`src/rtl/can_arb_pkg.sv`:
```
package can_arb_pkg;
  typedef enum logic [2:0] {
    MB_OFF  = 3'd0,
    MB_RX   = 3'd1,
    MB_RXOV = 3'd2,
    MB_TX   = 3'd3,
    MB_CONS = 3'd4,
    MB_PROD = 3'd5
  } mb_mode_e;

  typedef enum logic [2:0] {
    SEL_MODE = 3'd0,
    SEL_ID   = 3'd1,
    SEL_DLO  = 3'd2,
    SEL_DHI  = 3'd3,
    SEL_CTRL = 3'd4
  } reg_sel_e;

  localparam int MODE_LSB = 24;
  localparam int PRIO_LSB = 16;
  localparam int CTRL_GO  = 23;
  localparam int CTRL_RTR = 20;
  localparam int DLC_LSB  = 16;
  localparam int ID_EXT   = 29;
  localparam int STD_LSB  = 18;
  localparam int ST_READY = 23;
  localparam int ST_ABORT = 22;

  typedef struct packed {
    logic        ext;
    logic [28:0] id;
    logic        rtr;
    logic [3:0]  dlc;
    logic [63:0] data;
  } frame_t;
endpackage

```
`src/rtl/can_mailbox.sv`:
```
module can_mailbox
  import can_arb_pkg::*;
#(
  parameter int PRIO_W = 4
) (
  input  logic              clk_i,
  input  logic              rst_ni,
  input  logic              wr_en_i,
  input  logic [2:0]        wr_sel_i,
  input  logic [31:0]       wr_data_i,
  input  logic              cpl_i,
  input  logic              cpl_abort_i,
  output logic              cand_o,
  output logic [PRIO_W-1:0] prio_o,
  output frame_t            frame_o,
  output logic              ready_o,
  output logic              abort_o
);
  mb_mode_e          mode_q;
  logic [PRIO_W-1:0] prio_q;
  logic [29:0]       id_q;
  logic [31:0]       dlo_q, dhi_q;
  logic [3:0]        dlc_q;
  logic              rtr_q, pend_q, ready_q, abort_q;
  logic              go_ok;

  assign go_ok = wr_en_i && (wr_sel_i == SEL_CTRL) && wr_data_i[CTRL_GO]
                 && (mode_q == MB_TX) && ready_q;

  always_ff @(posedge clk_i or negedge rst_ni) begin
    if (!rst_ni) begin
      mode_q  <= MB_OFF;
      prio_q  <= '0;
      id_q    <= '0;
      dlo_q   <= '0;
      dhi_q   <= '0;
      dlc_q   <= '0;
      rtr_q   <= 1'b0;
      pend_q  <= 1'b0;
      ready_q <= 1'b1;
      abort_q <= 1'b0;
    end else begin
      if (wr_en_i) begin
        case (wr_sel_i)
          SEL_MODE: begin
            mode_q <= mb_mode_e'(wr_data_i[MODE_LSB+:3]);
            prio_q <= wr_data_i[PRIO_LSB+:PRIO_W];
          end
          SEL_ID:  if (mode_q == MB_OFF) id_q <= wr_data_i[29:0];
          SEL_DLO: dlo_q <= wr_data_i;
          SEL_DHI: dhi_q <= wr_data_i;
          default: ;
        endcase
      end
      if (go_ok) begin
        dlc_q   <= wr_data_i[DLC_LSB+:4];
        rtr_q   <= wr_data_i[CTRL_RTR];
        pend_q  <= 1'b1;
        ready_q <= 1'b0;
        abort_q <= 1'b0;
      end else if (cpl_i) begin
        pend_q  <= 1'b0;
        ready_q <= 1'b1;
        abort_q <= cpl_abort_i;
      end
    end
  end

  assign cand_o  = pend_q && (mode_q == MB_TX);
  assign prio_o  = prio_q;
  assign ready_o = ready_q;
  assign abort_o = abort_q;

  always_comb begin
    frame_o.ext  = id_q[ID_EXT];
    frame_o.id   = id_q[ID_EXT] ? id_q[28:0] : {18'd0, id_q[28:STD_LSB]};
    frame_o.rtr  = rtr_q;
    frame_o.dlc  = dlc_q;
    frame_o.data = {dhi_q, dlo_q};
  end

  // accepted request drops ready and marks pending
  a_r2_accept: assert property (@(posedge clk_i) disable iff (!rst_ni)
    (wr_en_i && wr_sel_i == SEL_CTRL && wr_data_i[CTRL_GO] && mode_q == MB_TX && ready_q)
    |=> (!ready_q && pend_q && !abort_q));
  // identifier frozen unless disabled
  a_r6_id_lock: assert property (@(posedge clk_i) disable iff (!rst_ni)
    (wr_en_i && wr_sel_i == SEL_ID && mode_q != MB_OFF) |=> $stable(id_q));
  // completion restores ready, abort flag follows the cause
  a_r8_done: assert property (@(posedge clk_i) disable iff (!rst_ni)
    (cpl_i && !go_ok) |=> (ready_q && !pend_q && abort_q == $past(cpl_abort_i)));
endmodule

```
`src/rtl/can_prio_pick.sv`:
```
module can_prio_pick #(
  parameter int N      = 16,
  parameter int PRIO_W = 4,
  localparam int IDX_W = $clog2(N)
) (
  input  logic                     clk_i,
  input  logic                     rst_ni,
  input  logic [N-1:0]             cand_i,
  input  logic [N-1:0][PRIO_W-1:0] prio_i,
  output logic                     any_o,
  output logic [IDX_W-1:0]         idx_o
);
  logic [PRIO_W-1:0] best;
  logic              beaten;

  // strict less-than keeps the lowest index on ties
  always_comb begin
    any_o = 1'b0;
    best  = '1;
    idx_o = '0;
    for (int i = 0; i < N; i++) begin
      if (cand_i[i] && (!any_o || prio_i[i] < best)) begin
        any_o = 1'b1;
        best  = prio_i[i];
        idx_o = IDX_W'(i);
      end
    end
  end

  // independent check: nobody should outrank the chosen one
  always_comb begin
    beaten = 1'b0;
    for (int j = 0; j < N; j++) begin
      if (cand_i[j] && (prio_i[j] < prio_i[idx_o] ||
          (prio_i[j] == prio_i[idx_o] && IDX_W'(j) < idx_o)))
        beaten = 1'b1;
    end
  end

  a_r3_best: assert property (@(posedge clk_i) disable iff (!rst_ni)
    any_o |-> !beaten);
  a_r3_valid: assert property (@(posedge clk_i) disable iff (!rst_ni)
    any_o |-> cand_i[idx_o]);
  a_r3_none: assert property (@(posedge clk_i) disable iff (!rst_ni)
    (cand_i == '0) |-> !any_o);
endmodule

```
`src/rtl/can_tx_seq.sv`:
```
module can_tx_seq
  import can_arb_pkg::*;
#(
  parameter int NUM_MB = 16,
  localparam int IDX_W = $clog2(NUM_MB)
) (
  input  logic             clk_i,
  input  logic             rst_ni,
  input  logic             any_i,
  input  logic [IDX_W-1:0] win_idx_i,
  input  frame_t           win_frame_i,
  input  logic             tx_done_i,
  input  logic             tx_abort_i,
  output logic             busy_o,
  output logic [IDX_W-1:0] cur_idx_o,
  output frame_t           frame_o,
  output logic             cpl_o,
  output logic             cpl_abort_o
);
  logic             busy_q;
  logic [IDX_W-1:0] idx_q;
  frame_t           frame_q;

  always_ff @(posedge clk_i or negedge rst_ni) begin
    if (!rst_ni) begin
      busy_q  <= 1'b0;
      idx_q   <= '0;
      frame_q <= '0;
    end else if (!busy_q) begin
      if (any_i) begin
        busy_q  <= 1'b1;
        idx_q   <= win_idx_i;
        frame_q <= win_frame_i;
      end
    end else if (tx_done_i || tx_abort_i) begin
      busy_q <= 1'b0;
    end
  end

  assign busy_o      = busy_q;
  assign cur_idx_o   = idx_q;
  assign frame_o     = frame_q;
  assign cpl_o       = busy_q && (tx_done_i || tx_abort_i);
  assign cpl_abort_o = busy_q && tx_abort_i;

  // no pre-emption while in flight
  a_r7_hold: assert property (@(posedge clk_i) disable iff (!rst_ni)
    (busy_q && !tx_done_i && !tx_abort_i) |=> (busy_q && $stable(idx_q) && $stable(frame_q)));
  // gap between frames
  a_r10_gap: assert property (@(posedge clk_i) disable iff (!rst_ni)
    (busy_q && (tx_done_i || tx_abort_i)) |=> !busy_q);
endmodule

```
`src/rtl/can_tx_arbiter.sv`:
```
module can_tx_arbiter
  import can_arb_pkg::*;
#(
  parameter int NUM_MB = 16,
  parameter int PRIO_W = 4,
  localparam int IDX_W = $clog2(NUM_MB)
) (
  input  logic              clk_i,
  input  logic              rst_ni,
  input  logic              wr_en_i,
  input  logic [IDX_W-1:0]  wr_mb_i,
  input  logic [2:0]        wr_sel_i,
  input  logic [31:0]       wr_data_i,
  input  logic [IDX_W-1:0]  rd_mb_i,
  output logic [31:0]       rd_status_o,
  input  logic [NUM_MB-1:0] irq_en_i,
  input  logic [NUM_MB-1:0] flag_clr_i,
  output logic [NUM_MB-1:0] irq_flags_o,
  output logic              irq_o,
  output logic              tx_req_o,
  output logic [IDX_W-1:0]  tx_mb_o,
  output logic              tx_ext_o,
  output logic [28:0]       tx_id_o,
  output logic              tx_rtr_o,
  output logic [3:0]        tx_dlc_o,
  output logic [63:0]       tx_data_o,
  input  logic              tx_done_i,
  input  logic              tx_abort_i
);
  logic [NUM_MB-1:0]             cand_v, ready_v, abort_v, cpl_v;
  logic [NUM_MB-1:0][PRIO_W-1:0] prio_v;
  frame_t                        frame_v [NUM_MB];
  logic                          any_w, cpl_w, cpl_abort_w;
  logic [IDX_W-1:0]              win_idx, cur_idx;
  frame_t                        cur_frame;
  logic [NUM_MB-1:0]             flags_q;

  for (genvar g = 0; g < NUM_MB; g++) begin : g_mb
    assign cpl_v[g] = cpl_w && (cur_idx == IDX_W'(g));
    can_mailbox #(.PRIO_W(PRIO_W)) u_mb (
      .clk_i       (clk_i),
      .rst_ni      (rst_ni),
      .wr_en_i     (wr_en_i && (wr_mb_i == IDX_W'(g))),
      .wr_sel_i    (wr_sel_i),
      .wr_data_i   (wr_data_i),
      .cpl_i       (cpl_v[g]),
      .cpl_abort_i (cpl_abort_w),
      .cand_o      (cand_v[g]),
      .prio_o      (prio_v[g]),
      .frame_o     (frame_v[g]),
      .ready_o     (ready_v[g]),
      .abort_o     (abort_v[g])
    );
  end

  can_prio_pick #(.N(NUM_MB), .PRIO_W(PRIO_W)) u_pick (
    .clk_i  (clk_i),
    .rst_ni (rst_ni),
    .cand_i (cand_v),
    .prio_i (prio_v),
    .any_o  (any_w),
    .idx_o  (win_idx)
  );

  can_tx_seq #(.NUM_MB(NUM_MB)) u_seq (
    .clk_i       (clk_i),
    .rst_ni      (rst_ni),
    .any_i       (any_w),
    .win_idx_i   (win_idx),
    .win_frame_i (frame_v[win_idx]),
    .tx_done_i   (tx_done_i),
    .tx_abort_i  (tx_abort_i),
    .busy_o      (tx_req_o),
    .cur_idx_o   (cur_idx),
    .frame_o     (cur_frame),
    .cpl_o       (cpl_w),
    .cpl_abort_o (cpl_abort_w)
  );

  always_ff @(posedge clk_i or negedge rst_ni) begin
    if (!rst_ni) flags_q <= '0;
    else         flags_q <= (flags_q & ~flag_clr_i) | cpl_v;
  end

  always_comb begin
    rd_status_o           = '0;
    rd_status_o[ST_READY] = ready_v[rd_mb_i];
    rd_status_o[ST_ABORT] = abort_v[rd_mb_i];
  end

  assign irq_flags_o = flags_q;
  assign irq_o       = |(flags_q & irq_en_i);
  assign tx_mb_o     = cur_idx;
  assign tx_ext_o    = cur_frame.ext;
  assign tx_id_o     = cur_frame.id;
  assign tx_rtr_o    = cur_frame.rtr;
  assign tx_dlc_o    = cur_frame.dlc;
  assign tx_data_o   = cur_frame.data;

  // completion lands on the owner's flag
  a_r9_flag: assert property (@(posedge clk_i) disable iff (!rst_ni)
    (tx_req_o && (tx_done_i || tx_abort_i)) |=> irq_flags_o[$past(tx_mb_o)]);
  // owner reads ready right after completion
  a_r8_ready: assert property (@(posedge clk_i) disable iff (!rst_ni)
    (tx_req_o && (tx_done_i || tx_abort_i)) |=> ready_v[$past(tx_mb_o)]);
endmodule

```
`config.mk`:
```
export PLATFORM = sky130hd
export DESIGN_NAME = can_tx_arbiter
export DESIGN_NICKNAME = d
export VERILOG_FILES = /design/src/rtl/can_arb_pkg.sv /design/src/rtl/can_mailbox.sv /design/src/rtl/can_prio_pick.sv /design/src/rtl/can_tx_seq.sv /design/src/rtl/can_tx_arbiter.sv
export SDC_FILE = /design/constraint.sdc
export NUM_CORES = 2
export LEC_CHECK = 0
export BUFFER_PORTS_ARGS = -buffer_cell sky130_fd_sc_hd__buf_2
export CAP_MARGIN = 40
export CORE_MARGIN = 1.5
export CORE_UTILIZATION = 45
export CTS_CLUSTER_SIZE = 30
export DETAILED_ROUTE_END_ITERATION = 12
export PLACE_DENSITY = 0.74
export SLEW_MARGIN = 5
export SYNTH_ARGS = -nofsm -noshare
export SYNTH_HDL_FRONTEND = slang
export SYNTH_SLANG_ARGS = --single-unit
```
`constraint.sdc`:
```
create_clock -name clk_i -period 22.1 [get_ports clk_i]
set_input_delay 3.315 -clock clk_i [delete_from_list [all_inputs] [get_ports clk_i]]
set_output_delay 3.315 -clock clk_i [all_outputs]
set_load 0.02 [all_outputs]
```
# After elaboration in Yosys (flattened, before gate mapping)
# Cells that the tools add are included.
[totals] register_bits=1864 input_bits=80 output_inout_bits=153
[op_classes] order_cmp=17 n_eq_ne=50 mux=168 bitwise_logic=6 n_reduce_logical=261
[op_table] operator="$mux 29" n=16
[op_table] operator="$bmux 99 s4" n=1
[op_table] operator="$mux 99" n=2
[op_table] operator="$logic_and 1x1->1" n=129
[op_table] operator="$mux 1" n=118
[op_table] operator="$reduce_and 2->1" n=49
[op_table] operator="$mux 4" n=23
[op_table] operator="$eq 4x4->1 const B" n=16
[op_table] operator="$lt 4x4->1" n=15
[op_table] operator="$eq 3x2->1 const B" n=18
[op_table] operator="$logic_not 3->1" n=17
[op_table] operator="$reduce_and 3->1" n=16
[op_table] operator="$and 16x16->16" n=2
[op_table] operator="$eq 4x3->1 const B" n=8
[op_table] operator="$reduce_bool 2->1" n=16
[op_table] operator="$eq 4x2->1 const B" n=4
[op_table] operator="$logic_or 1x1->1" n=16
[op_table] operator="$not 16->16" n=1
[op_table] operator="$or 16x16->16" n=1
[op_table] operator="$reduce_or 16->1" n=1
[op_table] operator="$logic_not 1->1" n=15
[op_table] operator="$mux 3" n=4
[op_table] operator="$bmux 1 s4" n=2
[op_table] operator="$eq 4x1->1 const B" n=2
[op_table] operator="8 further kinds" n=10

# Longest topological paths before layout
[depth] depth_word=67 depth_mapped=149 mapped_depth_nobuf=138

# Modules after synthesis
# A second synthesis with hierarchy kept.
[hier_totals] cells_unflattened=6173 area_unflattened_um2=92043.3
[by_module_without_submodules] module="can_mailbox" n_inst=16 cells_each=275 area_per_inst_um2=4445.5 seq_area_each_um2=2728.9
[by_module_without_submodules] module="can_tx_arbiter" n_inst=1 cells_each=990 area_per_inst_um2=12913.6 seq_area_each_um2=400.4
[by_module_without_submodules] module="can_tx_seq" n_inst=1 cells_each=224 area_per_inst_um2=4190.3 seq_area_each_um2=2602.5
[by_module_without_submodules] module="can_prio_pick" n_inst=1 cells_each=559 area_per_inst_um2=3811.2 seq_area_each_um2=0.0

# Worst setup path after synthesis
# Ideal clock, no wire load.
[synth_timing] kind="register to register" from="register g_mb[0].u_mb.mode_q[0]" to="register u_seq.frame_q (netlist bit u_seq.frame_o[47])" arrival_time_ps=24248 required_time_ps=21974 slack_ps=-2274 path_stages_with_launch=141 synth_period_minus_slack_ps=24374 path_cell_list="dfrtp_1 -> nand4b_1 -> buf_2 -> nor2_1 -> ha_1 -> o21ai_0 -> a221oi_2 -> o21a_1 -> nor2_1 -> a21oi_1 -> inv_1 -> ha_1 -> nand2_1 -> or3b_1 -> a311oi_1 -> a2111oi_4 -> nor2_1 -> a21oi_1 -> [... 105 more ...] -> buf_4 -> buf_6 -> buf_2 -> nand2_1 -> o21ai_0 -> ha_1 -> nor3_1 -> nor4bb_1 -> nand2_1 -> nor3_1 -> a311o_1 -> nor3_2 -> buf_2 -> buf_1 -> nand2_1 -> nand3_1 -> a211o_1 -> o32a_1"
[synth_via] elab_chain_len=67 elab_cells_between_ends=113 cone_classes="order compare (15); eq/ne (1); mux (49); bitwise (1); reduce/logical (47)"
[synth_rtl] element="from (decl)" line_no="can_mailbox.sv:19" source="mb_mode_e mode_q;"
[synth_rtl] element="from (signal assigned)" line_no="can_mailbox.sv:46" source="mode_q <= mb_mode_e'(wr_data_i[MODE_LSB+:3]);"
[synth_rtl] element="$eq 3x2->1 (*)" line_no="can_mailbox.sv:69" source="assign cand_o = pend_q && (mode_q == MB_TX);"
[synth_rtl] element="$logic_and 1x1->1 (*)" line_no="can_mailbox.sv:69"
[synth_rtl] element="$mux 4 or $mux 1 (tied branches)" line_no="can_prio_pick.sv:22" source="if (cand_i[i] && (!any_o || prio_i[i] < best)) begin"
[synth_rtl] element="$lt 4x4->1 or $logic_not 1->1 (tied branches)" line_no="can_prio_pick.sv:22"
[synth_rtl] element="$logic_or 1x1->1" line_no="can_prio_pick.sv:22"
[synth_rtl] element="$logic_and 1x1->1" line_no="can_prio_pick.sv:22"
[synth_rtl] element="$mux 4 or $mux 1 (tied branches)" line_no="can_prio_pick.sv:22"
[synth_rtl] element="$lt 4x4->1 or $logic_not 1->1 (tied branches)" line_no="can_prio_pick.sv:22"
[synth_rtl] element="[... 50 more ...]"
[synth_rtl] element="$mux 4 or $mux 1 (tied branches)" line_no="can_prio_pick.sv:22"
[synth_rtl] element="$lt 4x4->1 or $logic_not 1->1 (tied branches)" line_no="can_prio_pick.sv:22"
[synth_rtl] element="$logic_or 1x1->1" line_no="can_prio_pick.sv:22"
[synth_rtl] element="$logic_and 1x1->1" line_no="can_prio_pick.sv:22"
[synth_rtl] element="$mux 4" line_no="can_prio_pick.sv:22"
[synth_rtl] element="$not 4->5 (not written as such)" line_no="can_tx_arbiter.sv:70" source=".win_frame_i (frame_v[win_idx]),"
[synth_rtl] element="$bmux 99 s4" line_no="can_tx_arbiter.sv:70"
[synth_rtl] element="$mux 99 (not written as such) (2 in series)" line_no="can_tx_arbiter.sv:70"
[synth_rtl] element="to (signal assigned)" line_no="can_tx_seq.sv:33" source="frame_q <= win_frame_i;"
[synth_rtl] element="to (decl)" line_no="can_tx_seq.sv:22" source="frame_t frame_q;"
# Every way passes the cells marked *; elsewhere a longest branch is shown, timed or not. The select of a mux whose other input is x is not followed.
# A chain may end at the register's enable or synchronous reset.

# Worst setup path after layout
[layout_timing] from="register g_mb[0].u_mb.mode_q[2]" to="register u_seq.frame_q (netlist bit u_seq.frame_o[96])"
# Same word-level chain as after synthesis.

==> run summary <==
- 12 — antenna violations before repair
- 0.0964 mm2 — dpl cell area
- flip-flop — critical path launch point type
- 167 — pin count of the biggest net entering global routing
- 102% — post-route clock period utilization
- 0 — remaining antenna violation count
- 0.107 mm2 — Layout Cell Area excl Fill
- 11.9 um2 — syn_area_per_cell
- 10,100 — placed instance count
- 0.200 mm2 — Die ar.
- 6 — number of iterations in the first detailed-routing pass
- 110 — Yosys cell types
- 3 — CTS max path bufs
- -0.46 ns — r2r setup slk
- 45.4% — starting density of the core
- 23.27 ns — data arrival time of the worst path
- 40.9% — share of final-layout standard cells stronger than drive strength 1
- 49.8 nW — leakage power
- 28.2 um — routed wirelength normalized by instance count
- sky130_fd_sc_hd__clkbuf_16 — root buffer cell
- 0 — count of flip-flops with a built-in enable after synthesis
- 67,300 — via count of the first global-routing pass
- 44.3 MHz — highest clock rate
- 1,864 — Clock Sinks
- sky130_fd_sc_hd__dfrtp_1 — most repeated cell in the gate-level netlist after synthesis
- 0.0479 ns — worst setup skew after layout
- 0 — number of max-slew violations in the final report
- 0.196 mm2 — Core Region
- 4 — H-Tree Level Count
- 0 — number of maximum-capacitance violations
- 202 — number of buffers added on ports
- yes — setup repair after global routing missed its margin
- 0.914 — global placer's final weighted congestion
- 0.06 ns — clock-pin slew of the registers on the worst-case setup and hold paths
- setup timing — failing checks
- 0 — total count of hold-check failures in the final report
- 0.0889 mm2 — post-synth design cell area
- complete, but fails checks — status
- 0.477 ns — Final Hold Slack
- 433 mm — global-route wire length before repair
- 24.3% — headroom to the max-slew limit
- 54.6% — post-route core utilization
- 0 — DRC errors left
- 70.4 mW/mm2 — Pwr per Cell Area
- 1.14 ns — transition at the pin with the smallest max-transition slack
- 0 — total overflow reported by the global router
- 6.33 — ratio of routed vias to standard cells
- 300 mm — Post-Route WL
- sky130_fd_sc_hd__dfrtp_1 — Primary FF master, synth
- reg2reg — worst min-delay path category
- 182 — CTS buffer count
- 447 um — die boundary height
- 447 um — Die X
- 100 — Setup-failing EPs final
- 0.86 ns — insertion delay of the later-clocked pin in the worst-skew pair
- 7,970 — net total in the final layout
- 22.81 ns — Worst EP required
- 233 — io pins
- 100% — Synth async-reset ratio
- 1,864 — number of synthesized register bits
- -33.76 ns — setup_tns
- 28.6% — total global-route track usage
- flip-flop — type of element capturing the critical path
- sky130_fd_sc_hd__dfrtp_1 (1,848), sky130_fd_sc_hd__mux2_2 (1,634), sky130_fd_sc_hd__nand2_1 (680) — top post-synthesis cells by count
- done — TritonCTS clock tree
- 0.52 ns — Largest stage delay, worst path
- 10,600 — number of cells in the finished layout apart from fillers
- 20.2% — relative area change from synthesis to final layout
- 179 mm — Detailed Place HPWL
- -0.463 ns — Worst Slack Setup Final
- 0 — Warnings, synthesis
- 52.0% — share of the synthesized area in the top cell type
- 0.0922 mV — peak supply drop
- 67,300 — vias after detailed routing
- 7,479 — Synth Instances
- 162 — standard-cell rows
- 22.56 ns — final critical-path required period
- sky130_fd_sc_hd__dfrtp_1 (52%), sky130_fd_sc_hd__mux2_2 (21%), sky130_fd_sc_hd__mux2i_1 (5.0%) — top cells by area, synth
- sky130_fd_sc_hd__dfrtp_1 — Yosys top cell by area
- 9 — Critical Path Fanout Max
- sky130_fd_sc_hd__or4_4 — crit path max-delay cell type
- 6,997 — number of DRC violations after detailed-routing iteration 0
- 52.5% — proportion of synthesized chip area in sequential cells
- sky130_fd_sc_hd__buf_4 — dominant cell type by count on the critical path
- reg2reg — classification of the worst setup path
-- cell type report --
type                       instances  area [um2]
sequential                      1864       46700
timing repair buffer             877        8760
tap                             2624        3280
antenna                            6        15.0
clock inverter                    53         487
inverter                          75         284
fill                           15600       88700
clock buffer                     267        5350
multi-input combinational       4871       42000
-- per-stage QoR --
step / setup WS (ns) / total power, W
5_1_grt: -1.43 / 0.00775
4_1_cts: -0.0103 / 0.00750
6_report: -0.463 / 0.00752
3_3_place_gp: -0.202 / 0.00438
2_1_floorplan: -0.0953 / 0.00420
3_5_place_dp: -0.731 / 0.00444
-- registers in the layout (all words and copies together), names as in the netlist --
name and cells:
g_mb.u_mb.dhi_q 512, g_mb.u_mb.mode_q 48, u_seq.busy_o 1, g_mb.u_mb.abort_o 16, irq_flags_o 16, u_seq.cur_idx_o 4
g_mb.u_mb.ready_o 16, g_mb.u_mb.dlc_q 64, g_mb.u_mb.id_q 480, g_mb.u_mb.rtr_q 16, g_mb.u_mb.dlo_q 512, u_seq.frame_o 99
g_mb.u_mb.pend_q 16, g_mb.u_mb.prio_o 64
-- cells by family after synthesis --
kind of cell    count (synthesis)  share of synthesized area [%]
mux                          2088                           26.0
flops                        1864                           52.5
simple gates                 1626                           8.45
compound gates               1099                           9.07
buf+inv                       773                           3.64
fa+ha+maj                      23                          0.312
xor+xnor                        5                         0.0493
other cells                     1                        0.00422
-- power breakdown --
group          total (W)  internal, W  switching, W
logic           0.000603     0.000288      0.000315
registers        0.00382      0.00366      0.000167
clock network    0.00309      0.00173       0.00136
total            0.00752      0.00568       0.00184
-- what timing repair did --
| item | in CTS | in global routing |
|---|---|---|
| hold endpoints to repair | 0 | 0 |
| gates resized for setup | 112 | 413 |
| endpoints found under the setup margin | 101 | 103 |
| cloned | 5 | 25 |
| buffers inserted | 66 | 106 |
| hold buffers | 0 | 0 |
| pin swaps | 46 | 124 |
-- worst max-delay path, delay by kind of cell, from the launching register on --
kind	cells	cell delay (ns)
buf+inv	23	2.57
fa+ha+maj	13	3.23
simple gates	46	6.73
mux	7	1.85
compound gates	43	7.62
flops	1	0.37
-- final timing paths --
path,depth (start not counted),startpoint,endpoint
max,132,g_mb[0].u_mb.mode_q[2]$_DFFE_PN0P_,u_seq.frame_o[96]$_DFFE_PN0P_
min,2,g_mb[1].u_mb.rtr_q$_DFFE_PN0P_,g_mb[1].u_mb.rtr_q$_DFFE_PN0P_
max reg2reg,132,g_mb[0].u_mb.mode_q[2]$_DFFE_PN0P_,u_seq.frame_o[96]$_DFFE_PN0P_
min reg2reg,2,g_mb[1].u_mb.rtr_q$_DFFE_PN0P_,g_mb[1].u_mb.rtr_q$_DFFE_PN0P_
max in group asynchronous,6,rst_ni,g_mb[2].u_mb.id_q[29]$_DFFE_PN0P_
min in group asynchronous,1,rst_ni,g_mb[9].u_mb.dlo_q[23]$_DFFE_PN0P_
-- metal layers --
metal  part of all wire [%]  vias to the layer above  global-route usage, %  routed length (um)
li1                       -                    27900                      -                   -
met1                     38                    34900                   37.0              115000
met2                     46                     3550                   45.4              137000
met3                    9.5                      912                   5.59               28500
met4                    6.3                        4                   15.5               18900
met5                 0.0073                        -                      0                  22
-- layout by cell type (no fill, tap or decap), drive strengths merged, types with 56 or more instances in the layout --
cell type     n
o22ai        90
dfrtp      1848
clkbuf      286
inv          83
a211oi      118
o32a         78
nor2b        78
o21ai       147
nand3       263
buf         857
mux2       1637
nand2       684
a211o        56
a2111oi      70
nor2        289
mux2i       440
a21oi       202
nor3         65
No activity file was read; power rests on OpenSTA's default activity.
